===== src/rtl/sar_rd_pkg.sv =====
package sar_rd_pkg;

    typedef enum logic [2:0] {
        S_IDLE,
        S_ARM,
        S_CONV,
        S_READ,
        S_DONE,
        S_FAIL,
        S_HOLD
    } rd_state_e;

endpackage


===== src/rtl/sar_rd_cnt.sv =====
module sar_rd_cnt #(
    parameter int W = 12
) (
    input  logic         clk,
    input  logic         rst_n,
    input  logic         clr_i,
    input  logic         en_i,
    output logic [W-1:0] cnt_o
);

    localparam logic [W-1:0] CNT_MAX = {W{1'b1}};

    always_ff @(posedge clk or negedge rst_n) begin
        if (!rst_n) begin
            cnt_o <= '0;
        end else if (clr_i) begin
            cnt_o <= '0;
        end else if (en_i && (cnt_o != CNT_MAX)) begin
            cnt_o <= cnt_o + 1'b1;
        end
    end

endmodule


===== src/rtl/sar_rd_sync.sv =====
module sar_rd_sync #(
    parameter int STAGES = 2
) (
    input  logic clk,
    input  logic rst_n,
    input  logic d_i,
    output logic q_o
);

    logic [STAGES-1:0] pipe_q;

    generate
        if (STAGES == 1) begin : g_single
            always_ff @(posedge clk or negedge rst_n) begin
                if (!rst_n) pipe_q <= '1;
                else        pipe_q <= d_i;
            end
        end else begin : g_chain
            always_ff @(posedge clk or negedge rst_n) begin
                if (!rst_n) pipe_q <= '1;
                else        pipe_q <= {pipe_q[STAGES-2:0], d_i};
            end
        end
    endgenerate

    assign q_o = pipe_q[STAGES-1];

endmodule


===== src/rtl/sar_rd_sck_gen.sv =====
module sar_rd_sck_gen #(
    parameter int NBITS = 18,
    parameter int DIV_W = 4
) (
    input  logic             clk,
    input  logic             rst_n,
    input  logic             run_i,
    input  logic [DIV_W-1:0] div_i,
    output logic             sck_o,
    output logic             samp_o,
    output logic             last_o
);

    localparam int CW = $clog2(NBITS + 1);
    localparam logic [CW-1:0] FALLS_END = CW'(NBITS);

    logic [DIV_W-1:0] half_q;
    logic [CW-1:0]    falls_q;
    logic             sck_q;
    logic             half_end;

    assign half_end = (half_q == div_i);

    always_ff @(posedge clk or negedge rst_n) begin
        if (!rst_n) begin
            half_q  <= '0;
            falls_q <= '0;
            sck_q   <= 1'b0;
        end else if (!run_i) begin
            half_q  <= '0;
            falls_q <= '0;
            sck_q   <= 1'b0;
        end else if (half_end) begin
            half_q <= '0;
            if (sck_q) begin
                sck_q   <= 1'b0;
                falls_q <= falls_q + 1'b1;
            end else if (falls_q != FALLS_END) begin
                sck_q <= 1'b1;
            end
        end else begin
            half_q <= half_q + 1'b1;
        end
    end

    assign sck_o  = sck_q;
    assign samp_o = run_i && half_end && !sck_q && (falls_q != '0);
    assign last_o = samp_o && (falls_q == FALLS_END);

    AST_FALL_LIMIT: assert property (@(posedge clk) disable iff (!rst_n)
        falls_q <= FALLS_END);

endmodule


===== src/rtl/sar_rd_shift.sv =====
module sar_rd_shift #(
    parameter int N = 18
) (
    input  logic         clk,
    input  logic         rst_n,
    input  logic         shift_i,
    input  logic         load_i,
    input  logic         bit_i,
    output logic [N-1:0] word_o
);

    logic [N-1:0] sh_q;

    always_ff @(posedge clk or negedge rst_n) begin
        if (!rst_n) begin
            sh_q   <= '0;
            word_o <= '0;
        end else begin
            if (shift_i) sh_q   <= {sh_q[N-2:0], bit_i};
            if (load_i)  word_o <= {sh_q[N-2:0], bit_i};
        end
    end

endmodule


===== src/rtl/sar_rd_ctrl.sv =====
module sar_rd_ctrl
    import sar_rd_pkg::*;
#(
    parameter int DATA_W      = 18,
    parameter int DIV_W       = 4,
    parameter int TMO_W       = 12,
    parameter int CYC_W       = 12,
    parameter int SYNC_STAGES = 2
) (
    input  logic              clk,
    input  logic              rst_n,
    input  logic              start_i,
    input  logic [DIV_W-1:0]  div_i,
    input  logic [TMO_W-1:0]  tmo_i,
    input  logic [CYC_W-1:0]  cyc_i,
    input  logic              sdo_i,
    output logic              cnv_o,
    output logic              sdi_o,
    output logic              sck_o,
    output logic              ready_o,
    output logic [DATA_W-1:0] result_o,
    output logic              valid_o,
    output logic              err_o
);

    localparam logic [TMO_W-1:0] BLANK = TMO_W'(SYNC_STAGES);

    rd_state_e        state_q, state_d;
    logic [CYC_W-1:0] cyc_cnt;
    logic [TMO_W-1:0] conv_cnt;
    logic             sdo_sync;
    logic             eoc, tmo_hit;
    logic             samp, last_bit;

    // -------- support blocks --------
    sar_rd_sync #(.STAGES(SYNC_STAGES)) u_sync (
        .clk(clk), .rst_n(rst_n), .d_i(sdo_i), .q_o(sdo_sync)
    );

    sar_rd_cnt #(.W(CYC_W)) u_cyc_cnt (
        .clk(clk), .rst_n(rst_n),
        .clr_i(state_q == S_IDLE && start_i), .en_i(1'b1), .cnt_o(cyc_cnt)
    );

    sar_rd_cnt #(.W(TMO_W)) u_conv_cnt (
        .clk(clk), .rst_n(rst_n),
        .clr_i(state_q != S_CONV), .en_i(1'b1), .cnt_o(conv_cnt)
    );

    sar_rd_sck_gen #(.NBITS(DATA_W), .DIV_W(DIV_W)) u_sck (
        .clk(clk), .rst_n(rst_n), .run_i(state_q == S_READ), .div_i(div_i),
        .sck_o(sck_o), .samp_o(samp), .last_o(last_bit)
    );

    sar_rd_shift #(.N(DATA_W)) u_shift (
        .clk(clk), .rst_n(rst_n), .shift_i(samp), .load_i(last_bit),
        .bit_i(sdo_i), .word_o(result_o)
    );

    assign eoc     = (state_q == S_CONV) && !sdo_sync && (conv_cnt >= BLANK);
    assign tmo_hit = (state_q == S_CONV) && (conv_cnt >= tmo_i);

    // -------- state register --------
    always_ff @(posedge clk or negedge rst_n) begin
        if (!rst_n) state_q <= S_IDLE;
        else        state_q <= state_d;
    end

    // -------- next state --------
    always_comb begin
        state_d = state_q;
        unique case (state_q)
            S_IDLE: if (start_i)  state_d = S_ARM;
            S_ARM:                state_d = S_CONV;
            S_CONV: begin
                if (eoc)          state_d = S_READ;
                else if (tmo_hit) state_d = S_FAIL;
            end
            S_READ: if (last_bit) state_d = S_DONE;
            S_DONE:               state_d = S_HOLD;
            S_FAIL:               state_d = S_HOLD;
            S_HOLD: if (cyc_cnt >= cyc_i) state_d = S_IDLE;
            default:              state_d = S_IDLE;
        endcase
    end

    // -------- outputs --------
    always_comb begin
        cnv_o   = 1'b0;
        sdi_o   = 1'b1;
        ready_o = 1'b0;
        valid_o = 1'b0;
        err_o   = 1'b0;
        unique case (state_q)
            S_IDLE: ready_o = 1'b1;
            S_ARM:  cnv_o   = 1'b1;
            S_CONV: begin cnv_o = 1'b1; sdi_o = 1'b0; end
            S_READ: begin cnv_o = 1'b1; sdi_o = 1'b0; end
            S_DONE: valid_o = 1'b1;
            S_FAIL: err_o   = 1'b1;
            S_HOLD: ;
            default: ;
        endcase
    end

    // -------- checks --------
    logic             cnv_q, seen_q;
    logic [CYC_W-1:0] gap_q;

    always_ff @(posedge clk or negedge rst_n) begin
        if (!rst_n) begin
            cnv_q  <= 1'b0;
            seen_q <= 1'b0;
            gap_q  <= '0;
        end else begin
            cnv_q <= cnv_o;
            if (cnv_o && !cnv_q) begin
                seen_q <= 1'b1;
                gap_q  <= '0;
            end else if (gap_q != {CYC_W{1'b1}}) begin
                gap_q <= gap_q + 1'b1;
            end
        end
    end

    AST_ARM_SEL_HIGH: assert property (@(posedge clk) disable iff (!rst_n)
        (cnv_o && !cnv_q) |-> sdi_o);
    AST_SEL_DROPS: assert property (@(posedge clk) disable iff (!rst_n)
        (cnv_o && !cnv_q) |=> !sdi_o);
    AST_SCK_WINDOW: assert property (@(posedge clk) disable iff (!rst_n)
        $fell(sck_o) |-> (cnv_o && !sdi_o));
    AST_NO_SCK_IN_CONV: assert property (@(posedge clk) disable iff (!rst_n)
        (state_q == S_CONV) |-> !sck_o);
    AST_VALID_ONE: assert property (@(posedge clk) disable iff (!rst_n)
        valid_o |=> !valid_o);
    AST_ERR_AFTER_CONV: assert property (@(posedge clk) disable iff (!rst_n)
        $rose(err_o) |-> ($past(state_q) == S_CONV));
    AST_MIN_CYCLE: assert property (@(posedge clk) disable iff (!rst_n)
        (cnv_o && !cnv_q && seen_q) |-> (gap_q >= cyc_i));

endmodule


===== config.mk =====
export PLATFORM = sky130hd
export DESIGN_NAME = sar_rd_ctrl
export DESIGN_NICKNAME = d
export VERILOG_FILES = /design/src/rtl/sar_rd_pkg.sv /design/src/rtl/sar_rd_cnt.sv /design/src/rtl/sar_rd_sync.sv /design/src/rtl/sar_rd_sck_gen.sv /design/src/rtl/sar_rd_shift.sv /design/src/rtl/sar_rd_ctrl.sv
export SDC_FILE = /design/constraint.sdc
export NUM_CORES = 1
export LEC_CHECK = 0
export BUFFER_PORTS_ARGS = -buffer_cell sky130_fd_sc_hd__buf_2
export CAP_MARGIN = 20
export CORE_MARGIN = 10
export CORE_UTILIZATION = 44
export DETAILED_ROUTE_END_ITERATION = 7
export GPL_ROUTABILITY_DRIVEN = 1
export PLACE_DENSITY = 0.7
export SYNTH_ARGS = -nofsm -noshare
export SYNTH_HDL_FRONTEND = slang
export SYNTH_SLANG_ARGS = --single-unit

===== constraint.sdc =====
create_clock -name clk -period 5.82 [get_ports clk]
set_clock_uncertainty 0.1 [all_clocks]
set_input_delay 0.873 -clock clk [delete_from_list [all_inputs] [get_ports clk]]
set_output_delay 0.873 -clock clk [all_outputs]
set_load 0.005 [all_outputs]

* After elaboration in Yosys (flattened, before gate mapping) *
Index checks and enable logic that the tools add are counted.

operators by class
  multiplexer cells = 24
  reduce and logical (&&, ||, !) cells = 19
  equal/unequal tests = 18
  order comparisons = 3
  $add $sub $neg = 4

operators with widths
  operator                                                            count
  2-to-1 mux 12 bit                                                   4
  adder 12 x 1 -> 12 bit, second input constant                       2
  greater-or-equal comparator 12 bit                                  2
  inequality test 12 bit, second input constant                       2
  one-hot mux 3 bit (6 select lines)                                  1
  2-to-1 mux 3 bit                                                    5
  2-to-1 mux 5 bit                                                    3
  greater-or-equal comparator 12 x 2 -> 1 bit, second input constant  1
  inequality test 2 bit, second input constant                        5
  == test 3 bit, second input constant                                3
  2-to-1 mux 1 bit                                                    9
  logical AND 1 bit                                                   8
  2-to-1 mux 4 bit                                                    2
  == test 3 x 2 -> 1 bit, second input constant                       2
  adder 5 x 1 -> 5 bit, second input constant                         1
  == test 5 bit, second input constant                                1
  inequality test 5 bit, second input constant                        1
  nonzero test 5 bit                                                  1
  adder 4 x 1 -> 4 bit, second input constant                         1
  == test 4 bit                                                       1
  AND reduction 4 bit                                                 1
  nonzero test 2 bit                                                  2
  OR reduction 2 bit                                                  2
  == test 3 x 1 -> 1 bit, second input constant                       1
  other kinds (6)                                                     7

storage, ports and cells
  word-level logic and storage cells = 77
  flip-flop bits (word level) = 74
  input bits = 32
  output and inout bits = 24

* Longest topological paths before layout *
  depth in word-level cells = 7
  gate-level depth with buffers = 9
  gate-level depth less buffers = 8

* Modules after synthesis *
From an unflattened synthesis, not the netlist that was laid out.

unflattened totals
  cells, all modules = 397
  area, all modules = 4379.2 µm²

by module, submodules not included
  module          instances  cells an instance  area each (µm²)  seq. area each (µm²)
  sar_rd_cnt      2          70                 714.4            300.3
  sar_rd_shift    1          74                 1407.6           875.8
  sar_rd_ctrl     1          120                895.9            75.1
  sar_rd_sck_gen  1          61                 594.3            250.2
  sar_rd_sync     1          2                  52.6             52.6

* Worst setup path after synthesis *
Ideal clock, no wire load.

  kind = input to register
  from = input cyc_i[2]
  to = register state_q[1]
  cell stages on the path = 8
  path slack = 3.412 ns
  setup time = 0.099 ns
  path buffers = 0
  required time = 5.621 ns
  data arrival time = 2.209 ns
  cell sequence = inv_1 ha_1 a21o_1 a31oi_1 o21ai_0 a221oi_2 nor3_1 a311oi_1

on the way
  cells in the longest elaborated chain, start to end = 3

ends and longest elaborated chain
  element                             RTL line           RTL
  start, declared                     sar_rd_ctrl.sv:15  input logic [CYC_W-1:0] cyc_i,
  greater-or-equal comparator 12 bit  sar_rd_ctrl.sv:82  S_HOLD: if (cyc_cnt >= cyc_i) state_d = S_IDLE;
  inequality test 2 bit (no line)     --
  AND reduction 4 bit (no line)       --
  end signal, assigned                sar_rd_ctrl.sv:66  else state_q <= state_d;
  end, declared                       sar_rd_ctrl.sv:28  rd_state_e state_q, state_d;

Every way passes these cells.
A chain may end at the register's enable or synchronous reset.

* Worst setup path after layout *
  from = input div_i[2]
  to = register u_shift.sh_q[16]

on the way
  cells in the longest elaborated chain, start to end = 4

ends and longest elaborated chain
  element                         RTL line              RTL
  start, declared                 sar_rd_ctrl.sv:13     input logic [DIV_W-1:0] div_i,
  == test 4 bit                   sar_rd_sck_gen.sv:22  assign half_end = (half_q == div_i);
  logical AND 1 bit (3 in a row)  sar_rd_sck_gen.sv:47  assign samp_o = run_i && half_end && !sck_q && (falls_q != '0);
  end signal, assigned            sar_rd_shift.sv:19    if (shift_i) sh_q <= {sh_q[N-2:0], bit_i};
  end, declared                   sar_rd_shift.sv:12    logic [N-1:0] sh_q;

Every way passes these cells.

==> impl_metrics.env <==
export IMPL_dpl_hpwl_mm=5.665
export IMPL_cap_violations=0
export IMPL_dr_pass1_iters=4
export IMPL_min_period_over_period_pct=43.91
export IMPL_overflow=0
export IMPL_max_clock_freq_ghz=0.3913
export IMPL_power_leakage_nw=2.379
export IMPL_viasPerCell=5.198
export IMPL_muxShareOfSynthArea_pct=10.54
export IMPL_synth_nets=428
export IMPL_cts_setup_buffers=0
export IMPL_clk_latency_ns=0.35
export IMPL_cts_repair_resized=0
export IMPL_vias=2781
export IMPL_ioPinCount=56
export IMPL_synthArstFlopShare_pct=100.0
export IMPL_p_switching_uw=445.1
export IMPL_drtIter0Drc=79
export IMPL_htreeDepth=3
export IMPL_tns_ns=0
export IMPL_nets=486
export IMPL_cts_buffers=9
export IMPL_avgSynthCellArea_um2=10.76
export IMPL_cts_tree="yes"
export IMPL_portBuffers=55
export IMPL_area_growth_pct=14.08
export IMPL_intPower_uw=897.0
export IMPL_drcViolationCount=0
export IMPL_gp_congestion=0.7837
export IMPL_diodes=0
export IMPL_worstPathMaxFanout=18
export IMPL_cp_end_kind="register"
export IMPL_die_w_um=114.5
export IMPL_synth_top_area_cell="dfrtp_1"
export IMPL_finalHoldViolCount=0
export IMPL_clkPwrFrac_pct=29.0
export IMPL_die_area_um2=13110
export IMPL_grt_pass1_wl_mm=13.57
export IMPL_synth_seq_cells=74
export IMPL_grtUsageTotal_pct=12.45
export IMPL_synth_commonest_cells="dfrtp_1, nor2_1, mux2_2, inv_1, ha_1"
export IMPL_synth_top_area_share_pct=45.87
export IMPL_seqCellArea_um2=1854
export IMPL_power_density_nw_per_um2=299.5
export IMPL_cts_root_buf="clkbuf_8"
export IMPL_clk_pin_slew_worst_paths_ns=0.08
export IMPL_synthSimpleGateAreaFrac_pct=15.93
export IMPL_grt_pass1_vias=2920
export IMPL_rows=34
export IMPL_yosysSeqAreaShare_pct=47.21
export IMPL_start_kind="input port"
export IMPL_wl_met2_mm=3.653
export IMPL_slew_viol_final=0
export IMPL_synth_compound_area_share_pct=6.817
export IMPL_grt_max_degree=75
export IMPL_p_total_mw=1.342
export IMPL_die_h_um=114.5
export IMPL_synth_edf_count=0
export IMPL_grt_setup_unrepaired="no"
export IMPL_synth_area_top_cells="dfrtp_1, mux2_2, ha_1, nor2_1, inv_1"
export IMPL_maxSlewHeadroom_pct=39.05
export IMPL_required_ns=5.95
export IMPL_postRouteAntennaNets=0
export IMPL_met1_length_mm=3.502
export IMPL_power_frac_comb_pct=24.1
export IMPL_yosysUniqueCellTypes=46
export IMPL_wl_met3_um=336
export IMPL_highest_layer="met4"
export IMPL_netlist_area_um2=3928
export IMPL_synth_xor_area_share_pct=5.129
export IMPL_critPathKind="in2reg"
export IMPL_synthCells=365
export IMPL_status="finished clean"
export IMPL_fill_cells=785
export IMPL_worstHoldPathType="reg2reg"
export IMPL_worstPathArrival_ns=2.68
export IMPL_wl_mm=7.596
export IMPL_antenna_found_initial=0
export IMPL_layout_min_cycle_time_ns=2.556
export IMPL_setup_violations=0
export IMPL_ys_warn_count=0
export IMPL_synth_ff_type="dfrtp_1"
export IMPL_worst_pin_slew_ns=0.9142
export IMPL_power_share_sequential_pct=46.9
export IMPL_drive_above_1_share_pct=26.93
export IMPL_cts_buffer_depth=2
export IMPL_postCtsHoldBufs=0
export IMPL_synth_top_family_by_area="simple AND/OR/NAND/NOR gates"
export IMPL_drt_wirelength_per_cell_um=14.20
export IMPL_swShare_pct=33.16
export IMPL_design_core_area_um2=8721
export IMPL_multi_input_area_um2=1897
export IMPL_start_util_pct=45.04
export IMPL_final_core_util_pct=51.38
export IMPL_synth_most_common_cell="dfrtp_1"
export IMPL_cts_sinks=74
export IMPL_synth_fa_ha_area_share_pct=9.876
export IMPL_max_vdd_ir_drop_mv=0.1531
==> cells by family (layout without fill, tap and decap cells) <==
family / Yosys count / after routing
AOI/OAI and AO/OA: 40 / 40
xor gates and xnor gates: 23 / 23
adders and majority gates: 31 / 31
buffers and inverters: 41 / 103
DFF: 74 / 74
muxes: 37 / 37
and+or+nand+nor: 119 / 119
==> worst max-delay path: stages <==
cell and delay (ns):
buf_2 0.10, xnor2_1 0.17, nand4_1 0.22, nor3_2 0.18
o41a_1 0.71, mux2_2 0.42
==> power groups by stage <==
stage	registers, mW	clock network (mW)	logic [mW]
after floorplan	0.611	0	0.251
after global placement	0.638	0	0.316
after detailed placement	0.639	0	0.327
after CTS	0.629	0.399	0.329
after global routing	0.641	0.429	0.376
final	0.629	0.389	0.324
==> through the flow <==
stage | setup slack (ns) | cells | area, µm² | hold slack [ns]
finish | 3.264 | 535 | 4481 | 0.2509
detailed placement | 2.890 | 520 | 4289 | 0.2484
global placement | 2.962 | 520 | 4289 | 0.2467
global route | 3.082 | 535 | 4481 | 0.2558
floorplan | 3.412 | 365 | 3928 | 0.2452
CTS | 3.253 | 535 | 4481 | 0.2504
==> flip-flops by register name (all words and copies together), names as in the netlist <==
name and count:
u_shift.word_o 18, u_shift.sh_q 17, u_conv_cnt.cnt_o 12, u_cyc_cnt.cnt_o 12, u_sck.falls_q 5, u_sck.half_q 4
state_q 3, u_sync.pipe_q 2, u_sck.sck_o 1
==> final timing paths <==
path                                        endpoint        startpoint  cells after the start  slack (ns)
worst max-delay path                u_shift.sh_q[16]          div_i[2]                      6        3.26
worst min-delay path                u_sync.pipe_q[1]  u_sync.pipe_q[0]                      0        0.25
worst min register to register      u_sync.pipe_q[1]  u_sync.pipe_q[0]                      0        0.25
worst max register to register      u_shift.sh_q[16]        state_q[2]                      5        3.39
max in group asynchronous       u_conv_cnt.cnt_o[10]             rst_n                      2        4.39
min in group asynchronous            u_sck.half_q[2]             rst_n                      2        0.62
==> final cells by class <==
class / instances / share of cell area [%]
multi-input cells: 250 / 42.33
inverters: 32 / 2.681
clock inverters: 6 / 1.508
clock buffers: 9 / 2.765
flip-flops and latches: 74 / 41.39
well taps: 108 / 3.016
repair buffers: 56 / 6.311
==> routing by layer <==
layer	vias to the layer above	GRT usage (%)
met5	-	0
li1	1399	-
met3	9	3.826
met2	49	20.05
met1	1324	15.57
met4	0	3.843
==> cell usage in the layout, fill, tap and decap left out, types with 3 or more instances in the layout <==
cell      Yosys  layout
a21o_1        7       7
a31oi_1       3       3
buf_2         3      55
ha_1         31      31
and3_1        3       3
xnor2_1      10      10
dfrtp_1      72      72
nand3_1      12      12
nand2b_1      4       4
nor2_1       38      38
a211oi_1      3       3
or3_1         3       3
a21oi_1      12      12
inv_1        32      32
clkbuf_8      0       9
mux2_2       35      35
nor3_1        7       7
nand2_1      19      19
nor4_1        5       5
o21ai_0       7       7
nand4_1      13      13
xor2_1       13      13
(Power assumes the default switching activity.)
